==> src/rtl/crc16_pkg.sv <==
package crc16_pkg;
    localparam int unsigned CRC_W  = 16;
    localparam int unsigned BYTE_W = 8;
    localparam int unsigned NBYTES = CRC_W / BYTE_W;
    localparam int unsigned CNT_W  = $clog2(BYTE_W);

    typedef logic [CRC_W-1:0]  crc_t;
    typedef logic [BYTE_W-1:0] byte_t;
    typedef logic [CNT_W-1:0]  cnt_t;

    // One reflected bit step: shift toward bit 0, fold the polynomial
    // back in when the departing bit was set.
    function automatic crc_t crc_step(input crc_t r, input crc_t poly);
        crc_t sh;
        sh = r >> 1;
        return r[0] ? (sh ^ poly) : sh;
    endfunction
endpackage

==> src/rtl/crc16_shift_unit.sv <==
module crc16_shift_unit
    import crc16_pkg::*;
#(
    parameter crc_t POLY = 16'hA001,
    parameter crc_t INIT = 16'hFFFF
) (
    input  logic  clk_i,
    input  logic  rst_ni,
    input  logic  load_init_i,
    input  logic  accept_i,
    input  byte_t data_i,
    input  logic  step_en_i,
    output crc_t  crc_o,
    output logic  zero_o
);
    typedef struct packed {
        crc_t crc;
    } sh_state_t;

    sh_state_t st_d, st_q;

    always_comb begin
        st_d = st_q;
        if (load_init_i) begin
            st_d.crc = INIT;
        end else if (accept_i) begin
            st_d.crc = crc_step(st_q.crc ^ crc_t'(data_i), POLY);
        end else if (step_en_i) begin
            st_d.crc = crc_step(st_q.crc, POLY);
        end
    end

    always_ff @(posedge clk_i or negedge rst_ni) begin
        if (!rst_ni) st_q <= '{crc: INIT};
        else         st_q <= st_d;
    end

    assign crc_o  = st_q.crc;
    assign zero_o = (st_q.crc == '0);


    init_load_chk: assert property (@(posedge clk_i) disable iff (!rst_ni)
        load_init_i |=> (crc_o == INIT));
endmodule

==> src/rtl/crc16_frame_ctrl.sv <==
module crc16_frame_ctrl
    import crc16_pkg::*;
(
    input  logic clk_i,
    input  logic rst_ni,
    input  logic sof_i,
    input  logic valid_i,
    input  logic eof_i,
    input  logic rx_mode_i,
    input  logic crc_zero_i,
    output logic ready_o,
    output logic accept_o,
    output logic busy_o,
    output logic done_o,
    output logic match_o,
    output logic error_o
);
    typedef struct packed {
        cnt_t cnt;
        logic done;
        logic match;
        logic err;
    } ctl_state_t;

    ctl_state_t st_d, st_q;
    logic busy;

    assign busy     = (st_q.cnt != '0);
    assign ready_o  = !busy && !sof_i && !eof_i;
    assign accept_o = ready_o && valid_i;

    always_comb begin
        st_d      = st_q;
        st_d.done = 1'b0;
        if (sof_i) begin
            st_d.cnt   = '0;
            st_d.match = 1'b0;
            st_d.err   = 1'b0;
        end else if (busy) begin
            st_d.cnt = st_q.cnt - cnt_t'(1);
        end else if (eof_i) begin
            st_d.done  = 1'b1;
            st_d.match = rx_mode_i && crc_zero_i;
            st_d.err   = rx_mode_i && !crc_zero_i;
        end else if (valid_i) begin
            st_d.cnt = cnt_t'(BYTE_W - 1);
        end
    end

    always_ff @(posedge clk_i or negedge rst_ni) begin
        if (!rst_ni) st_q <= '0;
        else         st_q <= st_d;
    end

    assign busy_o  = busy;
    assign done_o  = st_q.done;
    assign match_o = st_q.match;
    assign error_o = st_q.err;


    accept_busy_chk: assert property (@(posedge clk_i) disable iff (!rst_ni)
        accept_o |=> busy_o);


    step_count_chk: assert property (@(posedge clk_i) disable iff (!rst_ni)
        (busy_o && !sof_i) |=> (st_q.cnt == $past(st_q.cnt) - cnt_t'(1)));


    flag_excl_chk: assert property (@(posedge clk_i) disable iff (!rst_ni)
        !(match_o && error_o));
endmodule

==> src/rtl/crc16_frame_engine.sv <==
module crc16_frame_engine
    import crc16_pkg::*;
#(
    parameter crc_t POLY = 16'hA001,
    parameter crc_t INIT = 16'hFFFF
) (
    input  logic        clk_i,
    input  logic        rst_ni,
    input  logic        sof_i,
    input  logic        byte_valid_i,
    input  logic [7:0]  byte_data_i,
    output logic        byte_ready_o,
    input  logic        eof_i,
    input  logic        rx_mode_i,
    output logic [15:0] crc_o,
    output logic [7:0]  chk_first_o,
    output logic [7:0]  chk_second_o,
    output logic        busy_o,
    output logic        done_o,
    output logic        match_o,
    output logic        error_o
);
    logic  accept, busy, zero;
    crc_t  crc;
    byte_t chk_bytes [NBYTES];

    crc16_frame_ctrl u_ctrl (
        .clk_i      (clk_i),
        .rst_ni     (rst_ni),
        .sof_i      (sof_i),
        .valid_i    (byte_valid_i),
        .eof_i      (eof_i),
        .rx_mode_i  (rx_mode_i),
        .crc_zero_i (zero),
        .ready_o    (byte_ready_o),
        .accept_o   (accept),
        .busy_o     (busy),
        .done_o     (done_o),
        .match_o    (match_o),
        .error_o    (error_o)
    );

    crc16_shift_unit #(.POLY(POLY), .INIT(INIT)) u_shift (
        .clk_i       (clk_i),
        .rst_ni      (rst_ni),
        .load_init_i (sof_i),
        .accept_i    (accept),
        .data_i      (byte_data_i),
        .step_en_i   (busy),
        .crc_o       (crc),
        .zero_o      (zero)
    );

    // Check field leaves low byte first.
    for (genvar i = 0; i < NBYTES; i++) begin : g_chk
        assign chk_bytes[i] = crc[i*BYTE_W +: BYTE_W];
    end

    assign crc_o        = crc;
    assign busy_o       = busy;
    assign chk_first_o  = chk_bytes[0];
    assign chk_second_o = chk_bytes[NBYTES-1];


    idle_hold_chk: assert property (@(posedge clk_i) disable iff (!rst_ni)
        (!busy_o && !sof_i && !(byte_valid_i && byte_ready_o)) |=> $stable(crc_o));


    tx_no_flag_chk: assert property (@(posedge clk_i) disable iff (!rst_ni)
        (!busy_o && !sof_i && eof_i && !rx_mode_i) |=> (!match_o && !error_o));


    eof_busy_chk: assert property (@(posedge clk_i) disable iff (!rst_ni)
        (busy_o && eof_i && !sof_i) |=> !done_o);
endmodule

==> config.mk <==
export PLATFORM = sky130hd
export DESIGN_NAME = crc16_frame_engine
export DESIGN_NICKNAME = d
export VERILOG_FILES = /design/src/rtl/crc16_pkg.sv /design/src/rtl/crc16_shift_unit.sv /design/src/rtl/crc16_frame_ctrl.sv /design/src/rtl/crc16_frame_engine.sv
export SDC_FILE = /design/constraint.sdc
export NUM_CORES = 1
export LEC_CHECK = 0
export ABC_AREA = 1
export CAP_MARGIN = 25
export CORE_MARGIN = 3
export CORE_UTILIZATION = 40
export CTS_CLUSTER_DIAMETER = 60
export DETAILED_ROUTE_END_ITERATION = 12
export PLACE_DENSITY = 0.76
export SLEW_MARGIN = 30
export SYNTH_ARGS = -nofsm -noshare
export SYNTH_HDL_FRONTEND = slang
export SYNTH_SLANG_ARGS = --single-unit
==> constraint.sdc <==
create_clock -name clk_i -period 2.5 [get_ports clk_i]
set_clock_uncertainty 0.05 [all_clocks]
set_input_delay 0.25 -clock clk_i [delete_from_list [all_inputs] [get_ports clk_i]]
set_output_delay 0.25 -clock clk_i [all_outputs]
set_load 0.005 [all_outputs]
### After elaboration in Yosys (flattened, before gate mapping)

Cells that the tools add are included.

* register bits after elaboration: 22
* word-level logic and storage cells: 40

* mux-type cells: 13
* eq/ne operators: 2
* reduce and logical (&&, ||, !) cells: 16
* $add $sub $neg: 1
* bitwise logic cells: 3

Operators by type and width (number)
* $mux 16: 5
* $mux 3: 6
* $logic_not 16->1: 1
* $xor 16x8->16: 1
* $reduce_bool 3->1: 3
* $not 2->3: 2
* $logic_and 1x1->1: 5
* $logic_not 1->1: 4
* $reduce_and 2->1: 2
* $ne 3x2->1 const B: 1
* $sub 3x1->3 const B: 1
* $mux 2: 1
* $ne 2x2->1 const B: 1
* $reduce_bool 2->1: 1
* $mux 1: 1

### Logic depth before layout (Yosys ltp)

Gate-level depths: netlist of the first run.

* depth after elaboration: 7
* mapped depth: 10

### Hierarchy

From an unflattened synthesis of the first run, not the netlist that was laid out.

* cells, all modules: 176
* area, all modules: 1492.7 um^2

Modules (own cells, without submodules)
* crc16_shift_unit: sequential area each 420.4 um^2, cells each 110, instances 1, area an instance 993.5 um^2
* crc16_frame_ctrl: sequential area each 150.1 um^2, cells each 50, instances 1, area an instance 379.1 um^2
* crc16_frame_engine: sequential area each 0.0 um^2, cells each 16, instances 1, area an instance 120.1 um^2

### Least setup slack after synthesis of the first run

Ideal clock, no wire load.

* kind: flip-flop to flip-flop
* from: register u_ctrl.st_q[3] in the netlist's numbering
* to: register u_shift.st_q, in the netlist u_shift.crc_o[15]
* setup slack: 1.010 ns
* stages on the path, launching flop included: 11
* path buffers: 1
* arrival: 1.368 ns
* period minus slack after synthesis: 1.490 ns
* path through: dfrtp_1 inv_1 ha_1 inv_2 nor2_4 nand2_4 nor2_8 buf_8 nand2_1 nand2_1 inv_1

* longest elaborated chain between the ends: 7

RTL lines
* start, declared: RTL line crc16_frame_ctrl.sv:25 `ctl_state_t st_d, st_q;`
* start signal, assigned: RTL line crc16_frame_ctrl.sv:52 `else st_q <= st_d;`
* $reduce_bool 3->1 *: RTL line crc16_frame_ctrl.sv:28 `assign busy = (st_q.cnt != '0);`
* $logic_not 1->1: RTL line crc16_frame_ctrl.sv:29 `assign ready_o = !busy && !sof_i && !eof_i;`
* $logic_and 1x1->1 (2 in a row): RTL line crc16_frame_ctrl.sv:29
* $logic_and 1x1->1: RTL line crc16_frame_ctrl.sv:30 `assign accept_o = ready_o && valid_i;`
* $mux 16: RTL line crc16_shift_unit.sv:26 `end else if (accept_i) begin`
* $mux 16: RTL line crc16_shift_unit.sv:24 `if (load_init_i) begin`
* end signal, assigned: RTL line crc16_shift_unit.sv:34 `if (!rst_ni) st_q <= '{crc: INIT};`
* end signal, assigned: RTL line crc16_shift_unit.sv:35 `else st_q <= st_d;`
* end, declared: RTL line crc16_shift_unit.sv:20 `sh_state_t st_d, st_q;`

Every way passes the cells marked *; elsewhere a longest branch is shown, timed or not.
A chain may end at the register's enable or synchronous reset.

### Worst setup path after layout of the first run

* from: register u_ctrl.st_q[3] in the netlist's numbering
* to: output port byte_ready_o

* longest elaborated chain between the ends: 4

RTL lines
* $reduce_bool 3->1: RTL line crc16_frame_ctrl.sv:28
* $logic_not 1->1: RTL line crc16_frame_ctrl.sv:29
* $logic_and 1x1->1 (2 in a row): RTL line crc16_frame_ctrl.sv:29
* end, declared: RTL line crc16_frame_engine.sv:12 `output logic byte_ready_o,`

Every way passes these cells.

==> summary.txt, run 1 <==
Cells and area
  • Final Cell Area: about 1900 um2
  • FF+latch area: 571 um2
  • Final std cells w/o fill: 264
  • Layout fillers: ~330
  • Layout cells sized above 1: 15.1%
  • Final Util: a little under three fifths
  • Area growth syn-to-layout: 30.8%
  • Antenna cells: 0
  • Fin nets: 236
  • Multi-input gate area: 614 um2

Floorplanning
  • Row Count: 21
  • Core area: between 3000 and 4000 um2
  • Starting density of the core: between 40% and 50%
  • Die W: 66.4 um
  • Die H: between 60 and 70 um
  • IO Pins: 51
  • Die area: between 4000 and 5000 um2

Timing
  • Fin worst setup slack: between 0.15 and 0.2 ns
  • Final setup fails: 0
  • Fin crit share: about 90%
  • Min Tclk post-route: approximately 2.3 ns
  • Max-slew violations: 0
  • Fmax: 434 MHz
  • Setup TNS Final: 0 ns
  • Tightest Pin Transition: about 0.74 ns
  • Fin. Hold Viols: 0
  • RSZ-0062 raised after global routing: no
  • Hold slack: about 0.33 ns
  • Max-slew headroom: about 50%

Pwr
  • P_sw: 0.517 mW
  • Worst vdd rail ir drop: about 0.44 mV
  • Sequential share of power: 38.4%
  • Internal power: about 0.86 mW
  • Switching Fraction: about 38%
  • PD cells: 719 nW/um2
  • Combinational group share of total power: 49.4%
  • Leakage: about 1 nW
  • Total Power: approximately 1.4 mW
  • Power share of the clock group: 12.1%

Logic synthesis
  • Gate Count Post-Synth: approximately 180
  • Synth unique cells: 27
  • Syn Std Cell Area: ~1500 um2
  • Yosys reg bits: 22
  • Syn nets: around 200
  • Compound-cell area share of the yosys netlist: around 7.5%
  • Mux contribution to synthesized area: 0%
  • Synth Area in Simple Gates: 26.6%
  • Largest family of logic cells by synthesized area: simple AND/OR/NAND/NOR gates
  • Yosys warning total: 0
  • Synthesized area per cell: 8.06 um2
  • Sequential area share after synthesis: approximately two fifths
  • Adder-Cell Fraction of Synth Area: about 2.6%
  • Post-Synth XOR/XNOR Area: between 5 and 6%

Clocking
  • CTS root buffer: clkbuf_4
  • Clk sinks: 22
  • H-Tree Depth: 1
  • Cts bufs inserted: 3
  • Cts hold-fix bufs: 0
  • Post-CTS Setup Inserts: 0
  • Post-CTS sizing: 0
  • Worst-skew pair later-pin latency: roughly 0.30 ns
  • CTS tree: built
  • Clk buf depth: 2
  • Clock slew at reported path FFs: approximately 0.12 ns

Place
  • GP Congestion: between 0.7 and 0.8
  • Worst slack at placement: around 0.53 ns
  • DP HPWL: roughly 2.3 mm
  • Dpl cell area: about 1900 um2
  • Port Buffers: 50
  • Placed cells: 260

Critical path
  • CP startpoint kind: flip-flop
  • Slowest cell on the critical path: clkdlybuf4s50_1
  • Worst Path Buf+Inv: 3
  • Crit path kind: reg2out
  • Required time worst endpoint: ~2.2 ns
  • Max incr delay on CP: slightly above 0.5 ns
  • CP cell instances: inv_1 -> ha_1 -> inv_2 -> nor2_4 -> nand2_4 -> nor2_1 -> clkdlybuf4s50_1
  • CP Max Fanout: 4
  • CP Capture Type: primary output
  • Delay-heaviest family, CP: buffers and inverters
  • CP Data Arrival Time: around 2.0 ns

Drt
  • Post-route antenna net violation count: 0
  • DR pass1 iterations: 4
  • Routed WL: around 3.0 mm
  • Vias: 1196
  • Wire per inst: around 11 um
  • Starting DRT DRC Count: 36
  • # DRC: 0
  • DR vias/cell: 4.53

Global route
  • Global-route wire length before repair: about 4.8 mm
  • Pin count of the biggest net entering global routing: 18
  • Number of global-route vias before repair: ~1100
  • Gr usage total: approximately 14%
  • Grt total ovfl: 0
  • Initial antenna violation count: 0

Flow run
  • Max_cap viols: 0

Run status
  • Status: completed

Hold path
  • Min-delay worst type: in2async
## synthesized netlist by cell type (all sizes together)
cell / number / area share, %
dfstp: 16 / 29
nand2: 49 / 14
o21ai: 2 / 0.94
nor3: 1 / 0.34
ha: 3 / 2.6
inv: 35 / 9.0
o22ai: 1 / 0.43
a22oi: 7 / 3.6
nor2: 12 / 6.0
nand3: 14 / 4.8
xnor2: 1 / 0.60
dfrtp: 6 / 10
xor2: 8 / 4.8
buf: 18 / 9.8
a211oi: 1 / 0.51
a21oi: 3 / 2.1
nand4: 3 / 1.3
nor3b: 1 / 0.51
## state kept, by name, summed over array words and instances (netlist names)
register	cells
u_ctrl.done_o	1
u_ctrl.error_o	1
u_ctrl.match_o	1
u_ctrl.st_q	3
u_shift.crc_o	16
## worst register-to-register path: stages, from the launching register on
cell,delay (ns)
dfrtp_1,0.38
inv_1,0.13
ha_1,0.23
inv_2,0.06
nor2_4,0.16
nand2_4,0.13
nor2_8,0.24
inv_1,0.09
nor2_1,0.09
a21oi_1,0.05
## cells by family (layout without fill, tap and decap cells)
group / Yosys count / in the layout
AO/OA/AOI/OAI: 14 / 14
XOR/XNOR: 9 / 9
adder cells (fa/ha/maj): 3 / 3
buffers and inverters: 53 / 90
flip-flops: 22 / 22
AND/OR/NAND/NOR: 80 / 80
## final timing paths
kind / endpoint / slack, ns / start / cells past startpoint
max: byte_ready_o / 0.20 / u_ctrl.st_q[3] / 7
min: u_ctrl.st_q[5] / 0.33 / rst_ni / 1
min reg2reg: u_shift.crc_o[14] / 0.49 / u_shift.crc_o[15] / 2
min in group clk_i: u_shift.crc_o[14] / 0.49 / u_shift.crc_o[15] / 2
max in group asynchronous: u_shift.crc_o[5] / 1.42 / rst_ni / 2
max reg2reg: u_shift.crc_o[0] / 0.83 / u_ctrl.st_q[3] / 9
## power by group through the flow
stage	Combinational, mW	Sequential (mW)	Clock, mW
floorplan	0.444	0.528	0
global placement	0.667	0.533	0
detailed placement	0.685	0.535	0
CTS	0.687	0.530	0.171
global route	0.756	0.543	0.186
finish	0.678	0.528	0.167
## cell usage in the layout, fill, tap and decap left out, types with 2 or more instances in the layout
cell	instances
nor2_8	2
dfrtp_1	6
a22oi_1	7
dfstp_2	16
nand2_4	2
clkdlybuf4s50_1	50
inv_2	4
nor2_1	8
inv_1	31
nand2_1	47
xor2_1	8
ha_1	3
nand4_1	3
clkbuf_4	3
nand3_1	14
## area by class of cell
cell class	instances	share of cell area, %
Inverter	35	6.89
Multi-Input combinational cell	106	32.2
Tap cell	46	3.02
Sequential cell	22	29.9
Clock buffer	4	1.38
Timing Repair Buffer	51	26.6
## routing by layer
| layer | GRT usage (%) | routed length (um) | share of wire [%] |
|---|---|---|---|
| met1 | 18.2 | 1360 | 46 |
| met4 | 3.81 | 20 | 0.68 |
| met2 | 23.9 | 1390 | 47 |
| met5 | 0 | 0 | 0 |
| met3 | 2.55 | 192 | 6.5 |
(Power assumes the default switching activity.)
==> inputs of run 2 (changes only) <==
--- a/config.mk
+++ b/config.mk
@@ -10,6 +10,7 @@
 export CORE_MARGIN = 3
 export CORE_UTILIZATION = 40
 export CTS_CLUSTER_DIAMETER = 60
+export CTS_CLUSTER_SIZE = 16
 export DETAILED_ROUTE_END_ITERATION = 12
 export PLACE_DENSITY = 0.76
 export SLEW_MARGIN = 30
==> results of run 2 <==
Same layout as run 1: the final DEF is identical, and so are final timing and power.
==> inputs of run 3 (changes only) <==
--- a/config.mk
+++ b/config.mk
@@ -8,11 +8,11 @@
 export ABC_AREA = 1
 export CAP_MARGIN = 25
 export CORE_MARGIN = 3
-export CORE_UTILIZATION = 40
+export CORE_UTILIZATION = 45
 export CTS_CLUSTER_DIAMETER = 60
 export CTS_CLUSTER_SIZE = 16
 export DETAILED_ROUTE_END_ITERATION = 12
-export PLACE_DENSITY = 0.76
+export PLACE_DENSITY = 0.84
 export SLEW_MARGIN = 30
 export SYNTH_ARGS = -nofsm -noshare
 export SYNTH_HDL_FRONTEND = slang
==> constraint.sdc (replaced) <==
create_clock -name clk_i -period 2.2 [get_ports clk_i]
set_clock_uncertainty 0.05 [all_clocks]
set_input_delay 0.22 -clock clk_i [delete_from_list [all_inputs] [get_ports clk_i]]
set_output_delay 0.22 -clock clk_i [all_outputs]
set_load 0.005 [all_outputs]
==> summary.txt, run 3 (synthesis results as in run 1) <==
Run status
  • Status: completed

Floorplanning
  • Die H: 62.9 um (-5.2%)
  • Die area: 3960 um2 (-10%)
  • Starting density of the core: 47.4% (+4.7 points)
  • Core area: 3080 um2 (-9.9%)
  • Die W: 62.9 um (-5.2%)
  • Row Count: 20 (-4.8%)
  • IO Pins: 51 (unchanged)

Timing
  • Fmax: around 550 MHz
  • Tightest Pin Transition: 0.412 ns (-0.333 ns)
  • Min Tclk post-route: around 1.8 ns
  • Fin worst setup slack: 0.388 ns (+0.193 ns)
  • Max-slew violations: 0 (unchanged)
  • Max-slew headroom: 72.5% (+22 points)
  • Setup TNS Final: 0 ns (unchanged)
  • Final setup fails: 0 (unchanged)
  • Fin. Hold Viols: 0 (unchanged)
  • Hold slack: 0.180 ns (-0.146 ns)
  • Fin crit share: 82.3%
  • RSZ-0062 raised after global routing: no

Drt
  • Routed WL: 3.07 mm (+3.9%)
  • Wire per inst: 11.7 um (+4.3%)
  • Metal-1 WL: 1.36 mm (+0.59%)
  • Met3 WL: 193 um (+0.52%)
  • DR pass1 iterations: 4 (unchanged)
  • Starting DRT DRC Count: 57 (+58%)
  • Vias: 1246 (+4.2%)
  • Top routing layer in use: met4
  • # DRC: 0 (unchanged)
  • Post-route antenna net violation count: 0 (unchanged)
  • DR vias/cell: 4.74 (+4.6%)
  • Met2 routed WL: 1.48 mm (+7.1%)

Cells and area
  • Final Cell Area: 1940 um2 (+1.6%)
  • Fin nets: 237 (+0.42%)
  • Largest register FFs: 16 (unchanged)
  • Area growth syn-to-layout: 32.8%
  • Antenna cells: 0 (unchanged)
  • Most common cell after layout, fill and taps aside: clkdlybuf4s50_1
  • Layout cells sized above 1: 17.4% (+2.2 points)
  • Most frequent cells in the layout: clkdlybuf4s50_1, nand2_1, inv_1

Place
  • DP HPWL: 2.33 mm (+1.7%)
  • Port Buffers: 50 (unchanged)
  • Worst slack at placement: 0.261 ns (-0.273 ns)
  • Dpl cell area: 1880 um2 (-0.13%)
  • GP Congestion: 0.759 (-3.4%)

Critical path
  • CP Data Arrival Time: 1.54 ns (-0.46 ns)
  • CP Capture Type: primary output
  • Worst Path Buf+Inv: 2 (-1)
  • Delay-heaviest family, CP: buffers and inverters
  • CP startpoint kind: flip-flop
  • FF-to-FF setup slack: 0.62 ns (-0.21 ns)
  • Crit path kind: reg2out
  • Required time worst endpoint: 1.93 ns (-0.27 ns)
  • CP Max Fanout: 4 (unchanged)
  • Max incr delay on CP: 0.52 ns (about the same)
  • Slowest cell on the critical path: clkdlybuf4s50_1
  • CP cell instances: inv_2 -> ha_4 -> nand2_1 -> clkdlybuf4s50_1

Flow run
  • Max_cap viols: 0 (unchanged)

Global route
  • Grt total ovfl: 0 (unchanged)
  • Pin count of the biggest net entering global routing: 23 (+5)
  • Gr usage total: 16.5% (+2.4 points)
  • Global-route wire length before repair: 5.29 mm (+11%)
  • Initial antenna violation count: 0 (unchanged)
  • Number of global-route vias before repair: 1153 (+7.4%)

Clocking
  • Clock slew at reported path FFs: 0.12 ns (about the same)
  • H-Tree Depth: 1 (unchanged)
  • Cts hold-fix bufs: 0 (unchanged)
  • Clk buf depth: 2 (unchanged)
  • CTS tree: built
  • Clk sinks: 22 (unchanged)
  • Worst-skew pair later-pin latency: 0.31 ns (about the same)
  • CTS root buffer: clkbuf_4
  • Cts bufs inserted: 3 (unchanged)

Pwr
  • PD cells: 850 nW/um2 (+18%)
  • Leakage: 1.00 nW (+2.8%)
  • Worst vdd rail ir drop: 0.459 mV (+3.6%)

Hold path
  • Min-delay worst type: in2async
run 3: routing by layer:
metal  GRT usage (%)  vias up
li1                -      618
met1            20.7      583
met2            28.2       41
met3            3.96        4
met4            4.13        0
met5               0        -
run 3: power by group:
part           internal (mW)  switching, mW
registers              0.522         0.0835
clock network          0.101          0.124
logic                  0.410          0.407
run 3: worst paths after layout:
path                                   start           endpoint  cells past startpoint
max in group asynchronous             rst_ni   u_shift.crc_o[0]                      2
max                           u_ctrl.st_q[3]             busy_o                      4
min                                   rst_ni     u_ctrl.st_q[5]                      2
min in group clk_i                 rx_mode_i     u_ctrl.match_o                      3
max reg2reg                   u_ctrl.st_q[3]   u_shift.crc_o[4]                      9
min reg2reg                u_shift.crc_o[12]  u_shift.crc_o[11]                      2
run 3: worst reg2reg max path, cell delays in order (launching register included):
cell and delay (ns):
dfrtp_1 0.35, inv_2 0.07, ha_4 0.17, inv_2 0.06
nor2_4 0.05, buf_4 0.15, a21oi_4 0.36, nand3_1 0.14
nand2_1 0.09, inv_1 0.04
run 3: area by class of cell:
type / instances / area [um2]
inverters: 35 / 131
multi-input cells: 106 / 627
clock buffers: 4 / 36.3
well taps: 44 / 55.1
flip-flops and latches: 22 / 571
fillers: 293 / 1140
repair buffers: 52 / 518
run 3: through the flow:
| stage | util [%] | std cells | total power, mW |
|---|---|---|---|
| after floorplan | - | 181 | 1.10 |
| after global placement | 61.1 | 258 | 1.36 |
| after detailed placement | 61.1 | 258 | 1.38 |
| after CTS | 62.6 | 263 | 1.63 |
| after global routing | 63.0 | 263 | 1.78 |
| final | 63.0 | 263 | 1.65 |
run 3: what timing repair did:
| action | in CTS | in global routing |
|---|---|---|
| resized for setup | 2 | 3 |
| pin swaps | 1 | 0 |
| gates cloned | 0 | 0 |
| buffers inserted | 1 | 0 |
| setup endpoints to repair | 1 | 1 |
